===== src/rtl/mul_pkg.sv =====
package mul_pkg;
  typedef struct packed {
    logic clr;    // zero the accumulator
    logic step;   // add selected term, shift both operands
    logic ld_en;  // operand loads allowed
  } mul_ctl_t;
endpackage


===== src/rtl/mul_pass_zero.sv =====
module mul_pass_zero #(
  parameter int W = 16
) (
  input  logic         sel,
  input  logic [W-1:0] din,
  output logic [W-1:0] dout
);
  for (genvar i = 0; i < W; i++) begin : g_bit
    assign dout[i] = din[i] & sel;
  end
endmodule


===== src/rtl/mul_ctrl.sv =====
module mul_ctrl
  import mul_pkg::*;
#(
  parameter int OPW = 8
) (
  input  logic     clk,
  input  logic     rst_n,
  input  logic     start,
  output mul_ctl_t ctl,
  output logic     idle
);
  localparam int SW = $clog2(OPW) + 1;
  localparam logic [SW-1:0] ST_IDLE  = '0;
  localparam logic [SW-1:0] ST_FIRST = {1'b1, {(SW-1){1'b0}}};
  localparam logic [SW-1:0] ST_LAST  = '1;

  logic [SW-1:0] st_q, st_d;

  always_comb begin
    st_d = st_q;
    if (st_q == ST_IDLE) begin
      if (start) st_d = ST_FIRST;
    end else if (st_q == ST_LAST) begin
      st_d = ST_IDLE;
    end else begin
      st_d = st_q + 1'b1;
    end
  end

  always_ff @(posedge clk or negedge rst_n) begin
    if (!rst_n) st_q <= ST_IDLE;
    else        st_q <= st_d;
  end

  assign idle      = (st_q == ST_IDLE);
  assign ctl.clr   = idle & start;
  assign ctl.step  = st_q[SW-1];
  assign ctl.ld_en = idle;

  assert_idle_hold_R2: assert property (@(posedge clk) disable iff (!rst_n)
    (st_q == ST_IDLE && !start) |=> st_q == ST_IDLE);
  assert_count_up_R4: assert property (@(posedge clk) disable iff (!rst_n)
    (st_q[SW-1] && st_q != ST_LAST) |=> st_q == $past(st_q) + 1'b1);
  assert_last_exit_R4: assert property (@(posedge clk) disable iff (!rst_n)
    (st_q == ST_LAST) |=> st_q == ST_IDLE);
  assert_start_enter_R3: assert property (@(posedge clk) disable iff (!rst_n)
    (st_q == ST_IDLE && start) |=> st_q == ST_FIRST);
endmodule


===== src/rtl/mul_datapath.sv =====
module mul_datapath
  import mul_pkg::*;
#(
  parameter int OPW = 8
) (
  input  logic           clk,
  input  logic           rst_n,
  input  mul_ctl_t       ctl,
  input  logic [OPW-1:0] mcand_in,
  input  logic           mcand_ld,
  input  logic [OPW-1:0] mplier_in,
  input  logic           mplier_ld,
  output logic [2*OPW-1:0] acc_o
);
  localparam int PW = 2 * OPW;

  logic [PW-1:0]  mcand_q, mcand_d, acc_q, acc_d, addend;
  logic [OPW-1:0] mplier_q, mplier_d;
  logic           mcand_en, mplier_en, acc_en;

  mul_pass_zero #(.W(PW)) u_sel (
    .sel  (mplier_q[0]),
    .din  (mcand_q),
    .dout (addend)
  );

  always_comb begin
    mcand_en  = (ctl.ld_en & mcand_ld) | ctl.step;
    mplier_en = (ctl.ld_en & mplier_ld) | ctl.step;
    acc_en    = ctl.clr | ctl.step;
    mcand_d   = ctl.step ? (mcand_q << 1) : {{OPW{1'b0}}, mcand_in};
    mplier_d  = ctl.step ? (mplier_q >> 1) : mplier_in;
    acc_d     = ctl.clr ? '0 : acc_q + addend;
  end

  always_ff @(posedge clk or negedge rst_n) begin
    if (!rst_n) begin
      mcand_q  <= '0;
      mplier_q <= '0;
      acc_q    <= '0;
    end else begin
      if (mcand_en)  mcand_q  <= mcand_d;
      if (mplier_en) mplier_q <= mplier_d;
      if (acc_en)    acc_q    <= acc_d;
    end
  end

  assign acc_o = acc_q;

  assert_clear_R3: assert property (@(posedge clk) disable iff (!rst_n)
    ctl.clr |=> acc_q == '0);
  assert_hold_R10: assert property (@(posedge clk) disable iff (!rst_n)
    (!ctl.clr && !ctl.step) |=> $stable(acc_q));
  assert_busy_noload_R7: assert property (@(posedge clk) disable iff (!rst_n)
    ctl.step |=> mplier_q == ($past(mplier_q) >> 1));
endmodule


===== src/rtl/shiftadd_mult.sv =====
module shiftadd_mult #(
  parameter int OPW = 8
) (
  input  logic             clk,
  input  logic             rst_n,
  input  logic             start,
  input  logic [OPW-1:0]   mcand_in,
  input  logic             mcand_ld,
  input  logic [OPW-1:0]   mplier_in,
  input  logic             mplier_ld,
  output logic [2*OPW-1:0] product,
  output logic             done
);
  import mul_pkg::*;

  logic [1:0] rsync_q;
  logic       rst_q_n;
  mul_ctl_t   ctl;

  always_ff @(posedge clk or negedge rst_n) begin
    if (!rst_n) rsync_q <= 2'b00;
    else        rsync_q <= {rsync_q[0], 1'b1};
  end
  assign rst_q_n = rsync_q[1];

  mul_ctrl #(.OPW(OPW)) u_ctrl (
    .clk   (clk),
    .rst_n (rst_q_n),
    .start (start),
    .ctl   (ctl),
    .idle  (done)
  );

  mul_datapath #(.OPW(OPW)) u_dp (
    .clk       (clk),
    .rst_n     (rst_q_n),
    .ctl       (ctl),
    .mcand_in  (mcand_in),
    .mcand_ld  (mcand_ld),
    .mplier_in (mplier_in),
    .mplier_ld (mplier_ld),
    .acc_o     (product)
  );
endmodule


===== config.mk =====
export PLATFORM = sky130hd
export DESIGN_NAME = shiftadd_mult
export DESIGN_NICKNAME = d
export VERILOG_FILES = /design/src/rtl/mul_pkg.sv /design/src/rtl/mul_pass_zero.sv /design/src/rtl/mul_ctrl.sv /design/src/rtl/mul_datapath.sv /design/src/rtl/shiftadd_mult.sv
export SDC_FILE = /design/constraint.sdc
export NUM_CORES = 1
export LEC_CHECK = 0
export CORE_UTILIZATION = 45
export CTS_CLUSTER_DIAMETER = 120
export DETAILED_ROUTE_END_ITERATION = 6
export GPL_ROUTABILITY_DRIVEN = 1
export PLACE_DENSITY = 0.67
export SLEW_MARGIN = 20
export SYNTH_ARGS = -nofsm -noshare
export SYNTH_HDL_FRONTEND = slang
export SYNTH_SLANG_ARGS = --single-unit

===== constraint.sdc =====
create_clock -name clk -period 2 [get_ports clk]
set_input_delay 0.2 -clock clk [delete_from_list [all_inputs] [get_ports clk]]
set_output_delay 0.2 -clock clk [all_outputs]
set_load 0.01 [all_outputs]

==> results.toml <==
[cells_and_area]
drive_above_1_share_pct = 25.6
seqCellArea_mm2 = 0.00115
post-route-util_pct = 68.5
final_cells = 463
final_cell_mix = "buf_4, nand2_1, dfrtp_1"
fill_cells = 432
layout.nets = 429
multiInputGateArea_mm2 = 0.00167
final_common_cell = "buf_4"
diodes = 0
area_delta_synth_final_pct = 43.2

[die]
initial_core_util_pct = 47.8
rows = 27
die_w_um = 79.4
dieArea_mm2 = 0.00631
ios = 38
die_y_um = 79.4
core_mm2 = 0.00564

[sta]
fin_skew_ns = 0.0137
setup_tns_ns = -3.31
fin_crit_sh_pct = 122
rsz0062_at_grt = "yes"
min_period_ns = 2.44
setup_viol = 12
drv_slew = 0
maxSlewHeadroom_pct = 62.5
setup_ws_ns = -0.440
final-hold-violation-count = 0
hold_slack_ns = 0.0483
worst_slew_pin_slew_ns = 0.563
max_freq_ghz = 0.410

[yosys]
synth.top_cell.area_share_pct = 42.7
synth_top_family_by_area = "compound AO/OA/AOI/OAI gates"
synth-seq-area-share_pct = 42.7
synth-simple-area-share_pct = 18.5
avgSynthCellArea_um2 = 9.15
yosysWarnings = 0
yosys_register_bits = 46
yosys.area.top_type = "dfrtp_1"
synthXorXnorAreaFrac_pct = 4.22
synth_compound_area_share_pct = 20.0
synthMuxAreaShare_pct = 3.38
synthesis.nets = 334
synth-adder-area-share_pct = 8.62
synth.distinct_cells = 43
syn_area_mm2 = 0.00270
synth_area_leaders = "dfrtp_1, ha_1, nand2_1"
synthCells = 295

[grt]
grt_first_pass_wirelength_mm = 11.2
grt_pass1_vias = 2419
grt_overflow = 0
antenna_found_initial = 0
grt_max_degree = 45
grt_use_total_pct = 23.1

[setup_path]
reg2reg_from = "u_dp.mplier_q[0]$_DFFE_PN0P_"
rr_worst_depth = 13
cp-start-kind = "flop"
cpMostUsedCell = "buf_4"
crit_slowest_cell = "dfrtp_1"
path_delay_family = "buffers and inverters"
path_cells = "and2_4, ha_4, fa_2, a211oi_4, buf_4, buf_4, buf_4, buf_4, buf_4, buf_4, buf_4, o21ai_1, o21ai_1"
path_buf_inv = 7
r2r_slack_ns = -0.44
critPathKind = "flop to flop"
cp.arrival_ns = 2.68
cp_max_fo = 3
r2r_end = "u_dp.acc_o[4]$_DFFE_PN0P_"
critical_path.max_stage_delay_ns = 0.40
end_kind = "flop"
cp.required_ns = 2.24

[clock_network]
htree_levels = 2
cts_buffers = 5
clk_latency_ns = 0.31
path_clk_slew_ns = 0.10
cts-root-buf = "clkbuf_8"
cts_tree = "done"
clockBufferDepth = 2
cts_sinks = 46

[pwr]
leakage_uw = 0.00176
ir_worst_vdd_uv = 778
finalPower_uw = 5290
powerDensity_mw_per_mm2 = 1370

[placed_design]
place.gp.congestion = 0.829
place_inst = 439
io_buffers = 37
dp_hpwl_mm = 4.52

[route]
drtIter0Drc = 77
route.vias.total = 2463
wl_per_cell_um = 15.0
drc = 0
wirelength_mm = 6.96
via_per_inst = 5.32
first_pass_iters = 4
ant_nets = 0

[status]
status = "finished, violations left"
violations = "negative setup slack"

[run]
max_cap_violations = 0

[min_path]
hold_path_class = "input port to async pin"
how the worst max path moves through the flow:
stage	startpoint	end	slack (ns)	cells after the start
6_report	u_dp.mplier_q[0]$_DFFE_PN0P_	u_dp.acc_o[4]$_DFFE_PN0P_	-0.44	13
5_1_grt	u_dp.mplier_q[0]$_DFFE_PN0P_	u_dp.acc_o[10]$_DFFE_PN0P_	-0.53	9
4_1_cts	u_dp.mplier_q[0]$_DFFE_PN0P_	u_dp.acc_o[8]$_DFFE_PN0P_	-0.33	9
3_5_place_dp	u_dp.mplier_q[0]$_DFFE_PN0P_	u_dp.acc_o[10]$_DFFE_PN0P_	-0.31	9
3_3_place_gp	u_dp.mplier_q[0]$_DFFE_PN0P_	u_dp.acc_o[8]$_DFFE_PN0P_	-0.28	9
2_1_floorplan	u_dp.mplier_q[0]$_DFFE_PN0P_	u_dp.acc_o[10]$_DFFE_PN0P_	-0.38	10
metal layers:
layer,part of all wire (%),vias to the layer above,routed length [µm],global-route usage (%)
met5,0,-,0,0
met4,2.3,0,159,8.91
met3,3.7,14,257,4.34
met2,48,62,3320,38.2
met1,46,1165,3230,29.9
li1,-,1222,-,-
cell families (layout without fill, tap and decap cells):
| family | count (synthesis) | after routing |
|---|---|---|
| muxes | 9 | 9 |
| DFF | 46 | 46 |
| AOI/OAI and AO/OA | 81 | 81 |
| adders and majority gates | 18 | 18 |
| buffers and inverters | 17 | 113 |
| xor gates and xnor gates | 13 | 13 |
| other | 1 | 1 |
| and+or+nand+nor | 110 | 110 |
metrics by stage:
stage          setup slack [ns]  cell area, µm²
3_5_place_dp             -0.315            3500
6_report                 -0.440            3860
5_1_grt                  -0.532            3860
3_3_place_gp             -0.279            3500
2_1_floorplan            -0.381            2740
4_1_cts                  -0.335            3690
Yosys cell counts:
| library cell | instances |
|---|---|
| clkbuf_1 | 8 |
| o22ai_1 | 6 |
| o31ai_2 | 2 |
| nand2b_1 | 1 |
| nand2_1 | 53 |
| a22oi_1 | 1 |
| mux2_2 | 1 |
| o21bai_2 | 1 |
| xnor2_1 | 7 |
| nor3_1 | 2 |
| mux2i_1 | 8 |
| a21o_1 | 6 |
| conb_1 | 1 |
| and2_1 | 18 |
| dfrtp_1 | 46 |
| o21ai_0 | 27 |
| buf_1 | 1 |
| a31oi_1 | 2 |
| and4_1 | 2 |
| a221oi_2 | 1 |
| nor2_1 | 22 |
| o21ai_2 | 1 |
| a311oi_1 | 1 |
| a211oi_1 | 2 |
| o21a_1 | 3 |
| and3_1 | 1 |
| o21ai_1 | 8 |
| or4_1 | 1 |
| a22o_1 | 2 |
| a2111oi_4 | 1 |
| inv_1 | 6 |
| xor2_1 | 6 |
| nor2b_1 | 2 |
| nand3_1 | 5 |
| a211oi_2 | 2 |
| nand4_1 | 2 |
| fa_1 | 1 |
| nand4b_1 | 1 |
| a21oi_1 | 11 |
| o211ai_1 | 3 |
| ha_1 | 17 |
| buf_2 | 2 |
| o31ai_1 | 1 |
sequential cells by signal (all words and copies together), names as in the netlist:
register       count
u_dp.mplier_q      8
u_dp.mcand_q      16
u_ctrl.st_q        4
rsync_q            2
u_dp.acc_o        16
repair_timing:
item / CTS / global route
hold buffers: 0 / 0
gates cloned: 0 / 0
setup endpoints to repair: 11 / 13
resized for setup: 6 / 19
pin swaps: 3 / 11
buffers inserted: 9 / 7
hold endpoints to repair: 0 / 0
layout make-up:
class | count | area share, %
Multi-Input combinational cell | 232 | 43.1
Sequential cell | 46 | 29.8
Timing Repair Buffer | 99 | 21.7
Tap cell | 72 | 2.33
Clock buffer | 7 | 2.23
Inverter | 6 | 0.583
Clock inverter | 1 | 0.227
report_power, final:
part	internal (µW)	leakage (µW)	switching, µW
clock network	286	0.0000489	333
registers	1300	0.000588	291
logic	1550	0.00113	1540
total	3130	0.00176	2160
(Power assumes the default switching activity.)
